==> src/rtl/crcChkPkg.sv <==
package crcChkPkg;

  localparam int unsigned CRC_W       = 32;
  localparam int unsigned WORD_W      = 32;
  localparam logic [CRC_W-1:0] CRC_POLY    = 32'h04C1_1DB7;
  localparam logic [CRC_W-1:0] CRC_RESIDUE = 32'hC704_DD7B;

  // Strobes from the control to the datapath, one cycle each.
  typedef struct packed {
    logic loadEn;    // take the preload value
    logic absorbEn;  // fold the presented word into the register
    logic checkEn;   // compare the next register value to the residue
  } crcStrobes_t;

endpackage

==> src/rtl/crcChkCtrl.sv <==
module crcChkCtrl
  import crcChkPkg::*;
(
  input  logic        clk,
  input  logic        rstN,
  input  logic        initStrobe,
  input  logic        dataValid,
  input  logic        verifyStrobe,
  output crcStrobes_t strobes
);

  // Init wins over data and disables the check in its own cycle.
  always_comb begin
    strobes          = '0;
    strobes.loadEn   = initStrobe;
    strobes.absorbEn = dataValid && !initStrobe;
    strobes.checkEn  = verifyStrobe && !initStrobe;
  end

  AST_LOAD_ABSORB_EXCL: assert property (@(posedge clk) disable iff (!rstN)
    $onehot0({strobes.loadEn, strobes.absorbEn}));

  AST_CHECK_NEEDS_VERIFY: assert property (@(posedge clk) disable iff (!rstN)
    strobes.checkEn |-> verifyStrobe);

endmodule

==> src/rtl/crcChkDatapath.sv <==
module crcChkDatapath
  import crcChkPkg::*;
#(
  parameter int unsigned          DW      = WORD_W,
  parameter int unsigned          CW      = CRC_W,
  parameter logic [CRC_W-1:0]     POLY    = CRC_POLY,
  parameter logic [CRC_W-1:0]     RESIDUE = CRC_RESIDUE
) (
  input  logic          clk,
  input  logic          rstN,
  input  crcStrobes_t   strobes,
  input  logic [CW-1:0] preloadValue,
  input  logic [DW-1:0] dataWord,
  output logic          matchPulse
);

  localparam int unsigned TOP = CW - 1;

  logic [CW-1:0] crcReg;
  logic [CW-1:0] foldedVal;
  logic [CW-1:0] nextVal;
  logic          residueHit;

  // MSB-first fold of one whole word, unrolled across DW bits.
  function automatic logic [CW-1:0] foldWord(input logic [CW-1:0] start,
                                             input logic [DW-1:0] word);
    logic [CW-1:0] acc;
    logic          fb;
    acc = start;
    for (int b = DW - 1; b >= 0; b--) begin
      fb  = acc[TOP] ^ word[b];
      acc = {acc[CW-2:0], 1'b0};
      if (fb) acc = acc ^ POLY[CW-1:0];
    end
    return acc;
  endfunction

  assign foldedVal  = foldWord(crcReg, dataWord);
  assign nextVal    = strobes.absorbEn ? foldedVal : crcReg;
  assign residueHit = (nextVal == RESIDUE[CW-1:0]);

  always_ff @(posedge clk or negedge rstN) begin
    if (!rstN) begin
      crcReg <= '0;
    end else if (strobes.loadEn) begin
      crcReg <= preloadValue;
    end else if (strobes.absorbEn) begin
      crcReg <= foldedVal;
    end
  end

  always_ff @(posedge clk or negedge rstN) begin
    if (!rstN) matchPulse <= 1'b0;
    else       matchPulse <= strobes.checkEn && residueHit;
  end

  AST_IDLE_HOLDS: assert property (@(posedge clk) disable iff (!rstN)
    (!strobes.loadEn && !strobes.absorbEn) |=> $stable(crcReg));

  AST_MATCH_FROM_CHECK: assert property (@(posedge clk) disable iff (!rstN)
    matchPulse |-> $past(strobes.checkEn));

  AST_LOAD_TAKES_PRELOAD: assert property (@(posedge clk) disable iff (!rstN)
    strobes.loadEn |=> (crcReg == $past(preloadValue)));

endmodule

==> src/rtl/crcResidueChecker.sv <==
module crcResidueChecker
  import crcChkPkg::*;
#(
  parameter int unsigned      DW      = WORD_W,
  parameter logic [CRC_W-1:0] POLY    = CRC_POLY,
  parameter logic [CRC_W-1:0] RESIDUE = CRC_RESIDUE
) (
  input  logic             clk,
  input  logic             rstN,
  input  logic             initStrobe,
  input  logic [CRC_W-1:0] preloadValue,
  input  logic             dataValid,
  input  logic [DW-1:0]    dataWord,
  input  logic             verifyStrobe,
  output logic             matchPulse
);

  crcStrobes_t strobes;

  crcChkCtrl i_ctrl (
    .clk          (clk),
    .rstN         (rstN),
    .initStrobe   (initStrobe),
    .dataValid    (dataValid),
    .verifyStrobe (verifyStrobe),
    .strobes      (strobes)
  );

  crcChkDatapath #(
    .DW      (DW),
    .CW      (CRC_W),
    .POLY    (POLY),
    .RESIDUE (RESIDUE)
  ) i_datapath (
    .clk          (clk),
    .rstN         (rstN),
    .strobes      (strobes),
    .preloadValue (preloadValue),
    .dataWord     (dataWord),
    .matchPulse   (matchPulse)
  );

  AST_NO_VERIFY_NO_MATCH: assert property (@(posedge clk) disable iff (!rstN)
    !verifyStrobe |=> !matchPulse);

  AST_INIT_BLOCKS_MATCH: assert property (@(posedge clk) disable iff (!rstN)
    initStrobe |=> !matchPulse);

  always_comb begin
    if (!rstN) AST_RESET_LOW: assert (!matchPulse);
  end

endmodule

==> config.mk <==
export PLATFORM = sky130hd
export DESIGN_NAME = crcResidueChecker
export DESIGN_NICKNAME = d
export VERILOG_FILES = /design/src/rtl/crcChkPkg.sv /design/src/rtl/crcChkCtrl.sv /design/src/rtl/crcChkDatapath.sv /design/src/rtl/crcResidueChecker.sv
export SDC_FILE = /design/constraint.sdc
export NUM_CORES = 1
export LEC_CHECK = 0
export ABC_AREA = 1
export BUFFER_PORTS_ARGS = -buffer_cell sky130_fd_sc_hd__buf_2
export CORE_MARGIN = 2
export CORE_UTILIZATION = 57
export CTS_BUF_LIST = sky130_fd_sc_hd__clkbuf_8
export DETAILED_ROUTE_END_ITERATION = 6
export MAX_ROUTING_LAYER = met4
export PLACE_DENSITY = 0.83
export SYNTH_ARGS = -nofsm -noshare
export SYNTH_HDL_FRONTEND = slang
export SYNTH_SLANG_ARGS = --single-unit
==> constraint.sdc <==
create_clock -name clk -period 3.1 [get_ports clk]
set_input_delay 0.31 -clock clk [delete_from_list [all_inputs] [get_ports clk]]
set_output_delay 0.31 -clock clk [all_outputs]
set_load 0.02 [all_outputs]
==> run summary, run 1 <==
The flip-flop and latch count after synthesis came out at 33. After the last repair the worst path ends at a register data pin. Yosys attributes the largest share of cell area to nand2_1 (34%), nand3_1 (13%), dfrtp_1 (11%). The cell area that synthesis handed to floorplanning was 7390 um^2. The site row count came out at 41. The portion of synthesized cell area occupied by the leading cell type came out at 0.345. The total of warnings raised by yosys came out at 0. In the synthesized netlist the dominant register cell turns out to be dfrtp_1. The most frequent cell after synthesis is nand2_1. Counting every sink on the clock net gives 33. The die is 118 um wide.

The clock buffer count from CTS came out at 5. The pin count of the biggest net entering global routing is 40. The number of instances in the placed design is 1818. The average cell area after synthesis is 5.38 um^2. The total grt overflow came out at 1556. The starting density of the core is 0.586.

The first error in the log reads "[ERROR GRT-0232] Routing congestion too high. Check the congestion heatmap in the GUI". At the end of routability-driven placement, the weighted congestion stood at 1.05. After global-route timing repair, the worst endpoint was i_datapath.matchPulse$_DFF_PN0_/D. Counting along the longest clock path gives a buffer depth of 2. The die is 118 um tall.

The clock tree root buffer cell is clkbuf_8. The level count of the clock H-tree came out at 2. For this design, the CTS-stage hold fixing added 0 buffers. In the synthesized netlist, the number of instances is 1374. The number of flops mapped to enable cells by yosys came out at 0.

The run ended at global routing. Summed over all instances, the cell type with the most area after synthesis is nand2_1. Yosys mapped the design onto 35 distinct sky130hd cell types.

The flow did not finish. The HPWL after detailed placement is 24400 um. Across every metal layer, demand over resource in global routing totals 1.05. By count the netlist is led by nand2_1 (679), nand3_1 (191), inv_1 (115), nand2_2 (72), xor2_1 (45). The number of nets in the synthesized netlist is 1443.

The share of flip-flops with an asynchronous set or reset came out at 1.00. The count of buffers inserted at the top-level ports is 69. During I/O placement, the number of pins put on the boundary was 70. Of the synthesized area, sequential elements account for 0.112.
[through the flow]
step | cell area, um^2 | worst slack [ns] | utilization | TNS, ns | hold WS [ns]
floorplan | 7390 | 0.191 | - | 0 | 0.0144
global placement | 9530 | -0.601 | 0.755 | -8.81 | 0.420
detailed placement | 9530 | -0.629 | 0.755 | -9.65 | 0.425
CTS | 11300 | -0.312 | 0.894 | -3.12 | 0.0958
[repair_timing]
item / in CTS
setup buffers: 59
gates resized for setup: 276
endpoints found under the setup margin: 33
hold endpoints to repair: 0
pin swaps: 73
[routing by layer]
metal  GRT usage  GRT overflow
met1       0.912            21
met2        1.45          1293
met3       0.728            10
met4        1.10           232
met5           -             -
[logic make-up after synthesis]
group / after synthesis / synth area share
AOI/OAI and AO/OA: 30 / 0.0225
xor gates and xnor gates: 65 / 0.0816
buffers and inverters: 159 / 0.0862
DFF: 33 / 0.112
and+or+nand+nor: 1087 / 0.698
==> run 2, diff against run 1 <==
--- a/config.mk
+++ b/config.mk
@@ -8,11 +8,9 @@
 export ABC_AREA = 1
 export BUFFER_PORTS_ARGS = -buffer_cell sky130_fd_sc_hd__buf_2
 export CORE_MARGIN = 2
-export CORE_UTILIZATION = 57
-export CTS_BUF_LIST = sky130_fd_sc_hd__clkbuf_8
+export CORE_UTILIZATION = 40
 export DETAILED_ROUTE_END_ITERATION = 6
-export MAX_ROUTING_LAYER = met4
-export PLACE_DENSITY = 0.83
+export PLACE_DENSITY_LB_ADDON = 0.15
 export SYNTH_ARGS = -nofsm -noshare
 export SYNTH_HDL_FRONTEND = slang
 export SYNTH_SLANG_ARGS = --single-unit
==> constraint.sdc (replaced) <==
create_clock -name clk -period 4.05 [get_ports clk]
set_input_delay 0.405 -clock clk [delete_from_list [all_inputs] [get_ports clk]]
set_output_delay 0.405 -clock clk [all_outputs]
set_load 0.02 [all_outputs]
==> run summary, run 2 <==
The flip-flop and latch count after synthesis is 33 (unchanged). For this run, design rule violations remaining after detail routing come to 0. The number of iterations in the first detailed-routing pass is 6. The filler cell count came out at 2009. Across the run, the number of max-cap violations was 0. The share of flip-flops with an asynchronous set or reset is 1.00 (unchanged). The cell that appears most often on the critical path is nand2_1. The die footprint is 19600 um^2. The startpoint kind of the worst setup timing path is a register. The met1 wire length is 12600 um. The level count of the clock H-tree is 2 (unchanged). The width of the chip was 140 um (was 118 um).

The portion of the post-synthesis area used by sequential elements is 0.112 (unchanged). In the final layout, the registers with the most flip-flops are i_datapath.crcReg: 32 flops, i_datapath.matchPulse: 1 flops. STA classifies the critical path endpoint as a register.

After the first detailed-routing iteration, the DRC count stood at 889. The data required time at the worst endpoint came out at 4.26 ns. The number of buffers between clock root and the deepest sink came out at 2 (unchanged). The worst-case setup margin in the final layout came out at 0.303 ns. The met3 routed wirelength is 2000 um. The first global-routing pass estimated 42600 um of wire. The most flop-heavy register is i_datapath.crcReg. The final critical-path share of the clock period is 0.925.

The number of nets in the synthesized netlist came out at 1443 (unchanged). The post-synthesis cell type with the largest combined area is nand2_1 (unchanged). The area of combinational cells with multiple inputs came out at 6000 um^2. The die span in y is 140 um (was 118 um). The most frequent cell after synthesis was nand2_1 (unchanged). Signal routing reaches up to met4.

Among cell families on the critical path, the largest total delay comes from simple AND/OR/NAND/NOR gates. The total I/O pin count was 70 (unchanged). Of the cells placed in the final design, the portion with a size suffix greater than 1 is 0.210.

The number of distinct library cell variants in the gate-level netlist after synthesis was 35 (unchanged). Commonest cells in the synthesized netlist: nand2_1 (679), nand3_1 (191), inv_1 (115), nand2_2 (72), xor2_1 (45) (unchanged). After detailed routing, the average wire length per cell comes to 16.4 um.

The clock tree root buffer cell is clkbuf_16 (was clkbuf_8). The relative area change from synthesis to final layout came out at 13.3%. The setup slack after placement came out at 0.0875 ns (was -0.629 ns).

The final max-slew violation count came out at 0. The worst setup path category is reg2reg. The worst-margin pin slew is 0.951 ns. The path class of the tightest hold or removal check is in2async. The total length of routed met2 wires came out at 12200 um. The worst setup skew after layout is 0.00773 ns. The core region is 18000 um^2. The arrival time of the worst setup path came out at 3.96 ns. The maximum clock rate is 267 MHz. The combined area of all synthesized cells is 7390 um^2 (unchanged). The primary flip-flop cell chosen by synthesis mapping is dfrtp_1 (unchanged).

The antenna cell count came out at 0. Result of the run: completed (was stopped before the end). The minimum clock period after layout came out at 3.75 ns. The number of global-route vias before repair is 7757. The top cell types in the final layout, fill and taps aside, are nand2_1 (670), nand3_1 (190), inv_1 (113). Among all stages on the critical path, the largest delay is contributed by dfrtp_1.

The cell count after synthesis came out at 1374 (unchanged). The via count is 8692. The placed wire-length estimate after detailed placement came out at 23400 um (was 24400 um). The wire length reported by the detailed router is 27600 um. The remaining antenna violation count after routing came out at 0. The minimum hold slack came out at 0.191 ns. The clock transition at the register clock pins on the worst setup and hold paths after CTS came out at 0.06 ns. The number of failing hold endpoints at the final stage is 0. The area of all sequential standard cells came out at 828 um^2. Leaving out fill and tap cells, the most frequent cell in the layout is nand2_1. The starting density of the core came to 0.410 (was 0.586). The site row count is 49 (was 41).

The via-per-instance ratio came out at 5.15. The register with the most flip-flops in the layout has 32 of them. The placer's final routability congestion estimate was 0.976 (was 1.05).

The number of flops mapped to enable cells by yosys came out at 0 (unchanged). The clock sink count came to 33 (unchanged). The portion of synthesized cell area occupied by the leading cell type was 0.345 (unchanged). Setup violations remaining at the end of the flow were counted as 0. The final layout contains 1526 nets. Area contributors post-synth: nand2_1 (34%), nand3_1 (13%), dfrtp_1 (11%) (unchanged). TritonCTS built the clock tree. Along the worst path, the maximum fanout reaches 9. The biggest cell delay along the critical path came out at 0.43 ns.

The headroom to the max-slew limit came out at 0.365. The number of antenna violations at the first check in global routing is 0. The total global routing track utilization came out at 0.278. The total grt overflow came out at 0. The count of buffers inserted at the top-level ports is 69 (unchanged). The later-pin clock latency in the skew report came out at 0.28 ns. The pin count of the biggest net entering global routing came out at 40.

The clock buffer count from CTS was 5 (unchanged). The total of warnings raised by yosys came out at 0 (unchanged). The average cell area after synthesis came out at 5.38 um^2 (unchanged).

The count of buffer and inverter cells on the critical path came out at 4.
## run 2: cell counts after synthesis
No cell type changed its count.
## run 2: timing repair
| action | CTS | global route |
|---|---|---|
| resized for setup | 0 | 21 |
| buffers inserted | 0 | 2 |
| hold buffers | 0 | 0 |
| endpoints found under the hold margin | 0 | 0 |
| setup endpoints to repair | 0 | 7 |
## run 2: worst reg2reg max path, delay by kind of cell (launching register included)
family                 cells  cell delay, ns
buffers and inverters      4            0.44
DFF                        1            0.43
AOI/OAI and AO/OA          1            0.17
and+or+nand+nor           23            2.64
## run 2: final cells by class
| cell class | instances | share of cell area |
|---|---|---|
| sequential | 33 | 0.0989 |
| tap | 229 | 0.0342 |
| timing repair buffer | 92 | 0.0619 |
| inverter | 143 | 0.0651 |
| clock inverter | 3 | 0.00822 |
| clock buffer | 5 | 0.0149 |
| multi-input combinational | 1182 | 0.717 |
## run 2: cells by family (layout without fill, tap and decap cells)
kind of cell,Yosys count,in the layout,synth area share
compound gates,30,30,0.0225
flops,33,33,0.112
simple gates,1087,1087,0.698
buf+inv,159,243,0.0862
xor+xnor,65,65,0.0816
## run 2: layer usage
metal,GRT usage,vias up
met1,0.400,3868
met4,0.0716,0
met2,0.445,349
met3,0.0280,40
met5,0,-
li1,-,4435
## run 2: worst paths after layout
| check | from | to | slack, ns | cells past startpoint |
|---|---|---|---|---|
| min in group clk | preloadValue[31] | i_datapath.crcReg[31] | 0.32 | 3 |
| max in group asynchronous | rstN | i_datapath.crcReg[27] | 3.30 | 1 |
| setup / recovery | i_datapath.crcReg[24] | i_datapath.matchPulse | 0.30 | 28 |
| setup reg to reg | i_datapath.crcReg[24] | i_datapath.matchPulse | 0.30 | 28 |
| hold / removal | rstN | i_datapath.crcReg[6] | 0.19 | 1 |
| hold reg to reg | i_datapath.crcReg[16] | i_datapath.crcReg[16] | 0.61 | 2 |
## run 2: per-stage QoR
step | std cells | util | instance area (um^2) | TNS, ns
4_1_cts | 1685 | 0.460 | 8280 | 0
5_1_grt | 1687 | 0.465 | 8370 | -0.00413
3_3_place_gp | 1677 | 0.449 | 8090 | 0
2_1_floorplan | 1374 | - | 7390 | 0
6_report | 1687 | 0.465 | 8370 | 0
3_5_place_dp | 1677 | 0.449 | 8090 | 0
Power of run 2 is left out: the tool's default activity adds up to more than one toggle a clock period on the data nets, which glitch-free logic cannot reach.
==> run 3, diff against run 2 <==
--- a/config.mk
+++ b/config.mk
@@ -7,10 +7,10 @@
 export LEC_CHECK = 0
 export ABC_AREA = 1
 export BUFFER_PORTS_ARGS = -buffer_cell sky130_fd_sc_hd__buf_2
+export CAP_MARGIN = 0
 export CORE_MARGIN = 2
 export CORE_UTILIZATION = 40
 export DETAILED_ROUTE_END_ITERATION = 6
-export PLACE_DENSITY_LB_ADDON = 0.15
 export SYNTH_ARGS = -nofsm -noshare
 export SYNTH_HDL_FRONTEND = slang
 export SYNTH_SLANG_ARGS = --single-unit
==> run summary, run 3 (synthesis results as in run 2) <==
The core box area is 18000 um^2 (unchanged). The antenna cell count is 0 (unchanged). The later-pin clock latency in the skew report is 0.28 ns (about the same). The starting density of the core is 0.410 (unchanged). The largest delay contributor family on the critical path is simple AND/OR/NAND/NOR gates (unchanged). The most flop-heavy register is i_datapath.crcReg (unchanged). The final critical-path share of the clock period was 0.939 (was 0.925).

The filler-free cell count of the finished design came out at 1689 (was 1687). The number of flip-flops in the largest register is 32 (unchanged). The pin count of the biggest net entering global routing is 40 (unchanged). Top flop regs: i_datapath.crcReg: 32 flops, i_datapath.matchPulse: 1 flops (unchanged). The die footprint came out at 19600 um^2 (unchanged). The type of element capturing the critical path is a register (unchanged). The number of buffers between clock root and the deepest sink was 2 (unchanged). The setup violation total in the final timing report came out at 0 (unchanged).

The number of global-route vias before repair is 7944 (was 7757). The arrival time of the worst setup path is 4.01 ns (was 3.96 ns). The number of instances in the placed design came to 1677 (unchanged).

The via count came out at 8796 (was 8692). The final max-slew violation count came out at 0 (unchanged). The number of failing hold endpoints at the final stage is 0 (unchanged).

The most frequent cell on the critical path is nand2_1 (unchanged). The total grt overflow came out at 0 (unchanged). The count of unresolved DRC violations after routing came out at 0 (unchanged).

The site row count was 49 (unchanged). The relative area change from synthesis to final layout came out at 12.9% (was 13.3%). The number of buffers inserted for hold repair after clock tree synthesis was 0 (unchanged). The data required time at the worst endpoint came out at 4.26 ns (about the same). The headroom to the max-slew limit came to 0.381 (was 0.365). The count of buffer and inverter cells on the critical path is 4 (unchanged). The biggest cell delay along the critical path is 0.44 ns (was 0.43 ns). The final sum of negative setup slack is 0 ns (unchanged).

The commonest non-fill, non-tap cell in the layout is nand2_1 (unchanged). The placed wire-length estimate after detailed placement is 23800 um (was 23400 um). The number of max-cap violations came out at 0 (unchanged). The clock transition at the register clock pins on the worst setup and hold paths after CTS was 0.06 ns (about the same). The width of the chip is 140 um (unchanged). Setup repair after global routing left no endpoint under its margin. The wire length reported by the detailed router is 28200 um (was 27600 um). The total I/O pin count was 70 (unchanged).

The detailed router's first-iteration violation count is 709 (was 889). The maximum clock rate was 263 MHz (was 267 MHz). Most frequent cells in the layout: nand2_1 (675), nand3_1 (191), inv_1 (114) (was nand2_1 (670), nand3_1 (190), inv_1 (113)). The classification of the worst-slack hold path was in2async (unchanged). The via-per-instance ratio came out at 5.21 (was 5.15). The worst-margin pin slew came out at 0.927 ns (was 0.951 ns).

The die span in y came to 140 um (unchanged). The clock tree root buffer cell is clkbuf_16 (unchanged). The total global routing track utilization is 0.284 (was 0.278). The clock tree from TritonCTS is done (unchanged).

The first-pass GRT wire length is 43300 um (was 42600 um). The maximum fanout count along the critical path is 9 (unchanged). The count of buffers inserted at the top-level ports came to 69 (unchanged). The placer's final routability congestion estimate came out at 0.996 (was 0.976). The wire length per cell after detailed routing is 16.7 um (was 16.4 um). The worst setup path category is reg2reg (unchanged).

The clock buffer count from CTS is 5 (unchanged). The startpoint kind of the worst setup timing path is a register (unchanged). The number of iterations in the first detailed-routing pass came out at 6 (unchanged). The cell at the slowest stage of the critical path is dfrtp_1 (unchanged).

The minimum clock period after layout is 3.80 ns (was 3.75 ns). The remaining antenna violation count after routing came out at 0 (unchanged). The fraction of layout instances using a drive strength above 1 came out at 0.206 (was 0.210).

The worst setup skew after layout came out at 0.00835 ns (was 0.00773 ns). The level count of the clock H-tree came out at 2 (unchanged). The number of nets in the final layout was 1528 (was 1526). The clock sink count came to 33 (unchanged). Result of the run: completed (unchanged). The number of antenna violations at the first check in global routing came out at 0 (unchanged).
[run 3: repair_timing]
item	in CTS	in global routing
resized for setup	0	13
setup buffers	0	4
endpoints found under the setup margin	0	5
[run 3: layer usage]
metal  GRT usage  part of all wire  up-vias
li1            -                 -     4452
met1       0.393              0.45     3953
met2       0.452              0.44      340
met3      0.0485             0.072       51
met4      0.0874             0.030        0
met5           0                 0        -
[run 3: metrics by stage]
step / area, um^2 / util / setup WS (ns) / hold WS [ns]
3_3_place_gp: 8090 / 0.449 / 0.127 / 0.525
6_report: 8340 / 0.463 / 0.247 / 0.202
3_5_place_dp: 8090 / 0.449 / 0.0962 / 0.517
2_1_floorplan: 7390 / - / 1.13 / 0.109
4_1_cts: 8260 / 0.458 / 0.152 / 0.222
5_1_grt: 8340 / 0.463 / 0.0125 / 0.262
[run 3: final timing paths]
kind                                       start                     to  slack, ns  cells after the start
setup / recovery           i_datapath.crcReg[24]  i_datapath.matchPulse       0.25                     29
hold / removal                              rstN   i_datapath.crcReg[2]       0.20                      1
setup reg to reg           i_datapath.crcReg[24]  i_datapath.matchPulse       0.25                     29
hold reg to reg             i_datapath.crcReg[6]   i_datapath.crcReg[6]       0.59                      2
max in group asynchronous                   rstN  i_datapath.crcReg[30]       3.31                      1
min in group clk                preloadValue[31]  i_datapath.crcReg[31]       0.32                      3
[run 3: layout make-up]
type                            instances  area [um^2]
Clock buffer                            5          125
Clock inverter                          3         46.3
Fill cell                            1998         9680
Inverter                              143          542
Multi-Input combinational cell       1182         5980
Sequential cell                        33          828
Tap cell                              229          287
Timing Repair Buffer                   94          533
Power of run 3 is left out for the same reason.
